$ cat src/rtl/kss_pkg.sv
`timescale 1ns/1ps
package kss_pkg;
  localparam int PRIV_W = 2;

  // command op codes
  localparam logic [2:0] OP_LOAD    = 3'd1;
  localparam logic [2:0] OP_INVAL   = 3'd2;
  localparam logic [2:0] OP_SETPRIV = 3'd3;
  localparam logic [2:0] OP_USE     = 3'd4;

  typedef enum logic [2:0] {
    ST_OK       = 3'd0,
    ST_INVALID  = 3'd1,
    ST_PRIV     = 3'd2,
    ST_LOCKED   = 3'd3,
    ST_REDIRECT = 3'd4,
    ST_DEBUG    = 3'd5,
    ST_RAISE    = 3'd6,
    ST_CONFLICT = 3'd7
  } status_e;

  typedef struct packed {
    logic              valid;
    logic              secure;
    logic              lock;
    logic [PRIV_W-1:0] priv;
  } attr_t;
endpackage

$ cat src/rtl/kss_slot.sv
`timescale 1ns/1ps
module kss_slot
  import kss_pkg::*;
#(
  parameter int KEY_W = 128
) (
  input  logic             clk,
  input  logic             rst_n,
  input  logic             wipe_i,
  input  logic             wr_en_i,
  input  logic [KEY_W-1:0] wr_key_i,
  input  attr_t            wr_attr_i,
  input  logic             inv_en_i,
  output attr_t            attr_o,
  output logic [KEY_W-1:0] key_o
);
  attr_t            attr_q, attr_d;
  logic [KEY_W-1:0] key_q, key_d;
  logic             upd;

  always_comb begin
    upd    = wipe_i | wr_en_i | inv_en_i;
    attr_d = attr_q;
    key_d  = key_q;
    if (wipe_i) begin
      attr_d.valid = 1'b0;
      key_d        = '0;
    end else if (wr_en_i) begin
      attr_d = wr_attr_i;
      key_d  = wr_key_i;
    end else if (inv_en_i) begin
      attr_d.valid  = 1'b0;
      attr_d.secure = 1'b0;
      key_d         = '0;
    end
  end

  always_ff @(posedge clk or negedge rst_n) begin
    if (!rst_n) begin
      attr_q <= '0;
      key_q  <= '0;
    end else if (upd) begin
      attr_q <= attr_d;
      key_q  <= key_d;
    end
  end

  assign attr_o = attr_q;
  assign key_o  = key_q;

  // a lock never drops outside reset
  p_lock_sticky_r6: assert property (@(posedge clk) disable iff (!rst_n)
    attr_q.lock |=> attr_q.lock);

  // a locked key changes only through the debug wipe
  p_locked_frozen_r6: assert property (@(posedge clk) disable iff (!rst_n)
    (attr_q.lock && !wipe_i) |=> $stable(key_q));

  // the debug wipe leaves the slot invalid and zeroed
  p_wipe_clears_r9: assert property (@(posedge clk) disable iff (!rst_n)
    wipe_i |=> (!attr_q.valid && key_q == '0));
endmodule

$ cat src/rtl/kss_cmd_eval.sv
`timescale 1ns/1ps
module kss_cmd_eval
  import kss_pkg::*;
#(
  parameter int N_SLOTS = 8,
  localparam int SLOT_W = $clog2(N_SLOTS)
) (
  input  logic                valid_i,
  input  logic [2:0]          op_i,
  input  logic [SLOT_W-1:0]   slot_i,
  input  logic [PRIV_W-1:0]   priv_i,
  input  logic [PRIV_W-1:0]   cur_priv_i,
  input  logic                dbg_i,
  input  attr_t [N_SLOTS-1:0] attrs_i,
  output status_e             status_o,
  output logic                load_o,
  output logic                inval_o,
  output logic                priv_upd_o,
  output logic                grant_o
);
  always_comb begin
    status_o   = ST_OK;
    load_o     = 1'b0;
    inval_o    = 1'b0;
    priv_upd_o = 1'b0;
    grant_o    = 1'b0;
    if (valid_i) begin
      case (op_i)
        OP_LOAD: begin
          if (dbg_i)                      status_o = ST_DEBUG;
          else if (attrs_i[slot_i].lock)  status_o = ST_LOCKED;
          else                            load_o   = 1'b1;
        end
        OP_INVAL: begin
          if (dbg_i)                      status_o = ST_DEBUG;
          else if (attrs_i[slot_i].lock)  status_o = ST_LOCKED;
          else                            inval_o  = 1'b1;
        end
        OP_SETPRIV: begin
          if (priv_i < cur_priv_i)        status_o   = ST_RAISE;
          else                            priv_upd_o = 1'b1;
        end
        OP_USE: begin
          if (dbg_i)                                 status_o = ST_DEBUG;
          else if (!attrs_i[slot_i].valid)           status_o = ST_INVALID;
          else if (attrs_i[slot_i].priv < cur_priv_i) status_o = ST_PRIV;
          else                                       grant_o  = 1'b1;
        end
        default: ;
      endcase
    end
  end
endmodule

$ cat src/rtl/kss_res_eval.sv
`timescale 1ns/1ps
module kss_res_eval
  import kss_pkg::*;
#(
  parameter int N_SLOTS = 8,
  localparam int SLOT_W = $clog2(N_SLOTS)
) (
  input  logic                valid_i,
  input  logic [SLOT_W-1:0]   src_i,
  input  logic [SLOT_W-1:0]   dst_i,
  input  logic                to_slot_i,
  input  logic                dbg_i,
  input  logic                cmd_hit_i,
  input  attr_t [N_SLOTS-1:0] attrs_i,
  output status_e             status_o,
  output logic                wr_o,
  output attr_t               wr_attr_o,
  output logic                fw_pass_o
);
  always_comb begin
    status_o  = ST_OK;
    wr_o      = 1'b0;
    fw_pass_o = 1'b0;
    wr_attr_o.valid  = 1'b1;
    wr_attr_o.secure = attrs_i[src_i].secure;
    wr_attr_o.lock   = 1'b0;
    wr_attr_o.priv   = attrs_i[src_i].priv;
    if (valid_i) begin
      if (dbg_i)                                      status_o  = ST_DEBUG;
      else if (!attrs_i[src_i].valid)                 status_o  = ST_INVALID;
      else if (!to_slot_i && !attrs_i[src_i].secure)  fw_pass_o = 1'b1;
      else if (attrs_i[dst_i].lock)                   status_o  = ST_LOCKED;
      else if (cmd_hit_i)                             status_o  = ST_CONFLICT;
      else begin
        wr_o     = 1'b1;
        status_o = to_slot_i ? ST_OK : ST_REDIRECT;
      end
    end
  end
endmodule

$ cat src/rtl/kss_key_store.sv
`timescale 1ns/1ps
module kss_key_store
  import kss_pkg::*;
#(
  parameter int N_SLOTS = 8,
  parameter int KEY_W   = 128,
  localparam int SLOT_W = $clog2(N_SLOTS)
) (
  input  logic              clk,
  input  logic              rst_n,
  input  logic              dbg_open,
  input  logic              cmd_valid,
  input  logic [2:0]        cmd_op,
  input  logic [SLOT_W-1:0] cmd_slot,
  input  logic [KEY_W-1:0]  cmd_key,
  input  logic [PRIV_W-1:0] cmd_priv,
  input  logic              cmd_secure,
  input  logic              cmd_lock,
  output logic              cmd_done,
  output logic [2:0]        cmd_status,
  output logic [PRIV_W-1:0] cur_priv,
  output logic              key_valid,
  output logic [KEY_W-1:0]  key_data,
  output logic              key_secure,
  input  logic              res_valid,
  input  logic [SLOT_W-1:0] res_src,
  input  logic [SLOT_W-1:0] res_dst,
  input  logic              res_to_slot,
  input  logic [KEY_W-1:0]  res_data,
  output logic              res_done,
  output logic [2:0]        res_status,
  output logic              fw_res_valid,
  output logic [KEY_W-1:0]  fw_res_data
);
  attr_t [N_SLOTS-1:0] attrs;
  logic  [KEY_W-1:0]   slot_key [N_SLOTS];

  status_e cmd_st, res_st;
  logic    ld_en, inv_en, priv_en, grant;
  logic    res_wr, fw_pass, cmd_hit;
  attr_t   res_attr, cmd_attr;

  // ---------------- request evaluation ----------------
  kss_cmd_eval #(.N_SLOTS(N_SLOTS)) u_cmd (
    .valid_i    (cmd_valid),
    .op_i       (cmd_op),
    .slot_i     (cmd_slot),
    .priv_i     (cmd_priv),
    .cur_priv_i (cur_priv_q),
    .dbg_i      (dbg_open),
    .attrs_i    (attrs),
    .status_o   (cmd_st),
    .load_o     (ld_en),
    .inval_o    (inv_en),
    .priv_upd_o (priv_en),
    .grant_o    (grant)
  );

  assign cmd_hit = (ld_en | inv_en) && (cmd_slot == res_dst);

  kss_res_eval #(.N_SLOTS(N_SLOTS)) u_res (
    .valid_i   (res_valid),
    .src_i     (res_src),
    .dst_i     (res_dst),
    .to_slot_i (res_to_slot),
    .dbg_i     (dbg_open),
    .cmd_hit_i (cmd_hit),
    .attrs_i   (attrs),
    .status_o  (res_st),
    .wr_o      (res_wr),
    .wr_attr_o (res_attr),
    .fw_pass_o (fw_pass)
  );

  always_comb begin
    cmd_attr.valid  = 1'b1;
    cmd_attr.secure = cmd_secure;
    cmd_attr.lock   = cmd_lock;
    cmd_attr.priv   = cmd_priv;
  end

  // ---------------- slot array ----------------
  for (genvar g = 0; g < N_SLOTS; g++) begin : g_slot
    logic             cmd_sel, res_sel;
    logic             wr_en;
    logic [KEY_W-1:0] wr_key;
    attr_t            wr_attr;

    assign cmd_sel = (cmd_slot == SLOT_W'(g));
    assign res_sel = (res_dst == SLOT_W'(g));
    assign wr_en   = (ld_en && cmd_sel) || (res_wr && res_sel);
    assign wr_key  = (ld_en && cmd_sel) ? cmd_key : res_data;
    assign wr_attr = (ld_en && cmd_sel) ? cmd_attr : res_attr;

    kss_slot #(.KEY_W(KEY_W)) u_slot (
      .clk       (clk),
      .rst_n     (rst_n),
      .wipe_i    (dbg_open),
      .wr_en_i   (wr_en),
      .wr_key_i  (wr_key),
      .wr_attr_i (wr_attr),
      .inv_en_i  (inv_en && cmd_sel),
      .attr_o    (attrs[g]),
      .key_o     (slot_key[g])
    );
  end

  // ---------------- state and output registers ----------------
  logic [PRIV_W-1:0] cur_priv_q, cur_priv_d;
  logic              cmd_done_q, res_done_q;
  logic [2:0]        cmd_st_q, res_st_q;
  logic              kv_q, kv_d, ksec_q, ksec_d;
  logic [KEY_W-1:0]  key_q, key_d;
  logic              fwv_q, fwv_d;
  logic [KEY_W-1:0]  fwd_q, fwd_d;

  always_comb begin
    cur_priv_d = priv_en ? cmd_priv : cur_priv_q;
    kv_d       = grant;
    key_d      = grant ? slot_key[cmd_slot] : '0;
    ksec_d     = grant & attrs[cmd_slot].secure;
    fwv_d      = fw_pass;
    fwd_d      = fw_pass ? res_data : '0;
  end

  always_ff @(posedge clk or negedge rst_n) begin
    if (!rst_n) begin
      cur_priv_q <= '0;
    end else if (priv_en) begin
      cur_priv_q <= cur_priv_d;
    end
  end

  always_ff @(posedge clk or negedge rst_n) begin
    if (!rst_n) begin
      cmd_done_q <= 1'b0;
      cmd_st_q   <= ST_OK;
      res_done_q <= 1'b0;
      res_st_q   <= ST_OK;
      kv_q       <= 1'b0;
      key_q      <= '0;
      ksec_q     <= 1'b0;
      fwv_q      <= 1'b0;
      fwd_q      <= '0;
    end else begin
      cmd_done_q <= cmd_valid;
      cmd_st_q   <= cmd_st;
      res_done_q <= res_valid;
      res_st_q   <= res_st;
      kv_q       <= kv_d;
      key_q      <= key_d;
      ksec_q     <= ksec_d;
      fwv_q      <= fwv_d;
      fwd_q      <= fwd_d;
    end
  end

  assign cur_priv     = cur_priv_q;
  assign cmd_done     = cmd_done_q;
  assign cmd_status   = cmd_st_q;
  assign res_done     = res_done_q;
  assign res_status   = res_st_q;
  assign key_valid    = kv_q & ~dbg_open;
  assign key_data     = key_q & {KEY_W{~dbg_open}};
  assign key_secure   = ksec_q & ~dbg_open;
  assign fw_res_valid = fwv_q;
  assign fw_res_data  = fwd_q;

  // no key bits on the engine port unless a key is presented
  p_idle_key_zero_r2: assert property (@(posedge clk) disable iff (!rst_n)
    !key_valid |-> key_data == '0);

  // the current privilege only moves toward less privileged values
  p_priv_monotonic_r5: assert property (@(posedge clk) disable iff (!rst_n)
    (cur_priv_q != $past(cur_priv_q)) |-> (cur_priv_q > $past(cur_priv_q)));

  // a slot below the current privilege never yields a key
  p_denied_no_key_r4: assert property (@(posedge clk) disable iff (!rst_n)
    (cmd_valid && cmd_op == OP_USE && attrs[cmd_slot].priv < cur_priv_q) |=> !key_valid);

  // results from a secure source never reach firmware
  p_secure_no_fw_r8: assert property (@(posedge clk) disable iff (!rst_n)
    (res_valid && attrs[res_src].secure) |=> !fw_res_valid);

  // every command is acknowledged in the following cycle
  p_done_follows_r11: assert property (@(posedge clk) disable iff (!rst_n)
    cmd_valid |=> cmd_done);
endmodule

$ cat config.mk
export PLATFORM = sky130hd
export DESIGN_NAME = kss_key_store
export DESIGN_NICKNAME = d
export VERILOG_FILES = /design/src/rtl/kss_pkg.sv /design/src/rtl/kss_slot.sv /design/src/rtl/kss_cmd_eval.sv /design/src/rtl/kss_res_eval.sv /design/src/rtl/kss_key_store.sv
export SDC_FILE = /design/constraint.sdc
export NUM_CORES = 2
export LEC_CHECK = 0
export BUFFER_PORTS_ARGS = -buffer_cell sky130_fd_sc_hd__buf_4
export CAP_MARGIN = 15
export CORE_MARGIN = 1
export CORE_UTILIZATION = 50
export DETAILED_ROUTE_END_ITERATION = 16
export MAX_ROUTING_LAYER = met4
export PLACE_DENSITY = 0.75
export SKIP_CTS_REPAIR_TIMING = 1
export SLEW_MARGIN = 20
export SYNTH_ARGS = -nofsm -noshare
export SYNTH_HDL_FRONTEND = slang
export SYNTH_HIERARCHICAL = 1
export SYNTH_SLANG_ARGS = --single-unit
$ cat constraint.sdc
create_clock -name clk -period 4.9 [get_ports clk]
set_clock_uncertainty 0.05 [all_clocks]
set_input_delay 0.245 -clock clk [delete_from_list [all_inputs] [get_ports clk]]
set_output_delay 0.245 -clock clk [all_outputs]
set_load 0.02 [all_outputs]
==> flow_summary.toml <==
[pwr]
intPower_mw = 18.9
p_leak_nw = 37.3
p_seq_frac = 0.441
power.switching_mw = 6.44
p_total_mw = 25.3
switching_share = 0.254
power.share.clock = 0.468
powerDensity_nw_per_um2 = 279
ir_drop_mv = 0.337
power_frac_comb = 0.092

[sta]
tightest_slew_ps = 1210
relSlewSlack = 0.192
fin_setup_tns_ps = 0
rsz0062_at_grt = "false"
finalCritPeriodShare = 0.771
setup-violations-final = 0
drv_slew = 0
final.setup.worst_slack_ps = 1120
timing.hold.ws_ps = 15.9
period_needed_ps = 3780
finalHoldViolations = 0
fmax_mhz = 265

[worst_setup_path]
cp_cell_sequence = "mux2i_1 -> nand3_1 -> nand3_2 -> nand2_1 -> nor3_1 -> buf_4 -> o21ai_0 -> nor3_1 -> nor3_2 -> nand2_1 -> o21ai_4 -> buf_12 -> or3b_2 -> a21oi_1"
max_stage_delay_ps = 680
slowest_stage = "or3b_2"
required_ps = 5580
startpoint_type = "flip-flop"
cp.buffers_inverters = 2
cp-end-kind = "flip-flop"
arrival_ps = 4460
cp_top_family = "simple AND/OR/NAND/NOR gates"
cp_max_fo = 148
path_class = "reg2reg"

[drt]
vias_per_cell = 6.30
drc = 0
drt_iter0_drc = 7042
firstDrtPassIters = 6
wl_um = 256000
wl_per_cell_um = 25.5
drtAntennaViolNets = 0
via_count = 63100

[clock_network]
ctsLongestPathBuffers = 3
cts-root-buf = "clkbuf_16"
h-tree-depth = 4
insertion_delay_ps = 820
clock-sinks = 1333
cts_buffers = 151
path_clk_slew_ps = 60
cts_tree = "done"

[yosys]
synth.cell_area_sq_um = 78200
synth_ff_type = "dfrtp_1"
async_flop_share = 1.00
syn_inst = 7451
syn_nets = 7731
yosys.area.top_type_share = 0.427
synth.ff_latch_count = 1333
yosysTopAreaCell = "dfrtp_1"
seq_area_frac_synth = 0.427
ys_top_cells_by_area = "dfrtp_1 (43%), mux2_2 (19%), or3b_1 (9.9%)"
yosysWarnings = 6
synth-edff-count = 0
synthDistinctLibCells = 57
syn_avg_cell_area_sq_um = 10.5

[finish]
seqCellArea_sq_um = 33400
multi_input_area_sq_um = 41300
final_nets = 8087
post-route-cell-area_sq_um = 90700
layout_common_cells = "mux2_2 (1338), dfrtp_1 (1333), nand2_1 (1047)"
drive_gt1_frac = 0.321
fill_cells = 12600
syn_to_final_growth_pct = 16.1
layout_commonest_cell = "mux2_2"

[floorplanning]
start_util = 0.506
fp.dieArea_sq_um = 158000
die_h_um = 397
core_area_sq_um = 155000
ios = 547
placementRows = 144
fp.dieW_um = 397

[global_route]
grtUsageTotal = 0.322
grt_pass1_wl_um = 384000
antenna_found_initial = 33
grt_max_degree = 209
overflow = 0
grt_pass1_vias = 62200

[run]
maxCapViolCount = 0

[placement]
post_dp_cell_area_sq_um = 82700
place_congestion = 0.866
port_buffers = 546
dp_slack_ps = 789
place_hpwl_um = 135000

[run_status]
status = "completed"

[worst_hold_path]
min_path_type = "in2reg"
-- per-layer routing --
metal | wire, um | part of all wire | vias up | GRT usage
met5 | 0 | 0 | - | -
met4 | 7840 | 0.031 | 0 | 0.121
met3 | 23000 | 0.090 | 528 | 0.0661
met2 | 118000 | 0.46 | 3326 | 0.477
met1 | 107000 | 0.42 | 31900 | 0.434
li1 | - | - | 27300 | -
-- tightest hold or removal path, stage by stage --
cell,delay (ps)
buf_4,150
nand3_1,110
nand3_2,140
o31a_2,190
-- final timing paths --
| path | startpoint | endpoint | slack, ps | depth (start not counted) |
|---|---|---|---|---|
| min | res_src[1] | res_status[0] | 20 | 4 |
| max reg2reg | g_slot[7].u_slot/attr_o[2] | g_slot[6].u_slot/key_o[121] | 1120 | 14 |
| max in group asynchronous | rst_n | cmd_status[2] | 3290 | 3 |
| min in group asynchronous | rst_n | fw_res_data[113] | 40 | 2 |
| min reg2reg | g_slot[4].u_slot/attr_o[3] | g_slot[4].u_slot/attr_o[3] | 480 | 1 |
| max | g_slot[7].u_slot/attr_o[2] | g_slot[6].u_slot/key_o[121] | 1120 | 14 |
-- synth_stat cells, types with 4 or more instances --
cell type / instances
a22o_1: 9
clkbuf_2: 8
o21bai_1: 8
clkbuf_1: 378
nand2_1: 1048
mux2_1: 7
nor2b_1: 136
and2b_1: 8
nand2b_1: 18
mux4_2: 129
buf_4: 28
nand3_1: 11
mux4_1: 7
mux2i_1: 20
inv_1: 4
and2_1: 129
buf_1: 20
or3b_1: 880
mux2_2: 1338
or3b_2: 152
o22ai_1: 130
dfrtp_1: 1333
buf_6: 87
a21oi_1: 1035
nor2_1: 142
buf_2: 201
o21ai_0: 136
nor3_1: 7
-- sequential cells by signal, indices dropped and copies added (netlist names) --
signal,cells
cmd_done,1
cmd_status,3
res_done,1
res_status,3
fw_res_valid,1
g_slot.u_slot/key_o,1024
ksec_q,1
cur_priv,2
g_slot.u_slot/attr_o,40
fw_res_data,128
key_q,128
kv_q,1
-- power groups by stage --
| stage | clock network, mW | registers [mW] | logic (mW) |
|---|---|---|---|
| floorplan | 0 | 11.3 | 1.03 |
| global placement | 0 | 11.3 | 2.04 |
| detailed placement | 0 | 11.3 | 2.07 |
| CTS | 12.0 | 11.1 | 2.08 |
| global route | 12.4 | 11.1 | 2.48 |
| finish | 11.8 | 11.2 | 2.32 |
-- logic make-up after synthesis --
family,Yosys count,synth area share
buf+inv,726,0.0479
other cells,2,0.0000961
compound gates,1333,0.0891
fa+ha+maj,2,0.000320
flops,1333,0.427
mux,1501,0.236
xor+xnor,3,0.000336
simple gates,2551,0.200
-- metrics by stage --
stage | util | instances
global route | 0.587 | 9997
floorplan | - | 7451
CTS | 0.568 | 9695
finish | 0.587 | 10000
detailed placement | 0.535 | 9423
global placement | 0.535 | 9423
-- final cells by class --
| type | instances | share of cell area |
|---|---|---|
| Tap cell | 2044 | 0.0282 |
| Inverter | 4 | 0.000165 |
| Sequential cell | 1333 | 0.368 |
| Clock buffer | 221 | 0.0478 |
| Antenna cell | 43 | 0.00119 |
| Timing Repair Buffer | 925 | 0.0911 |
| Multi-Input combinational cell | 5392 | 0.455 |
| Clock inverter | 51 | 0.00889 |
Note: power is estimated with default switching activity, not from simulation.
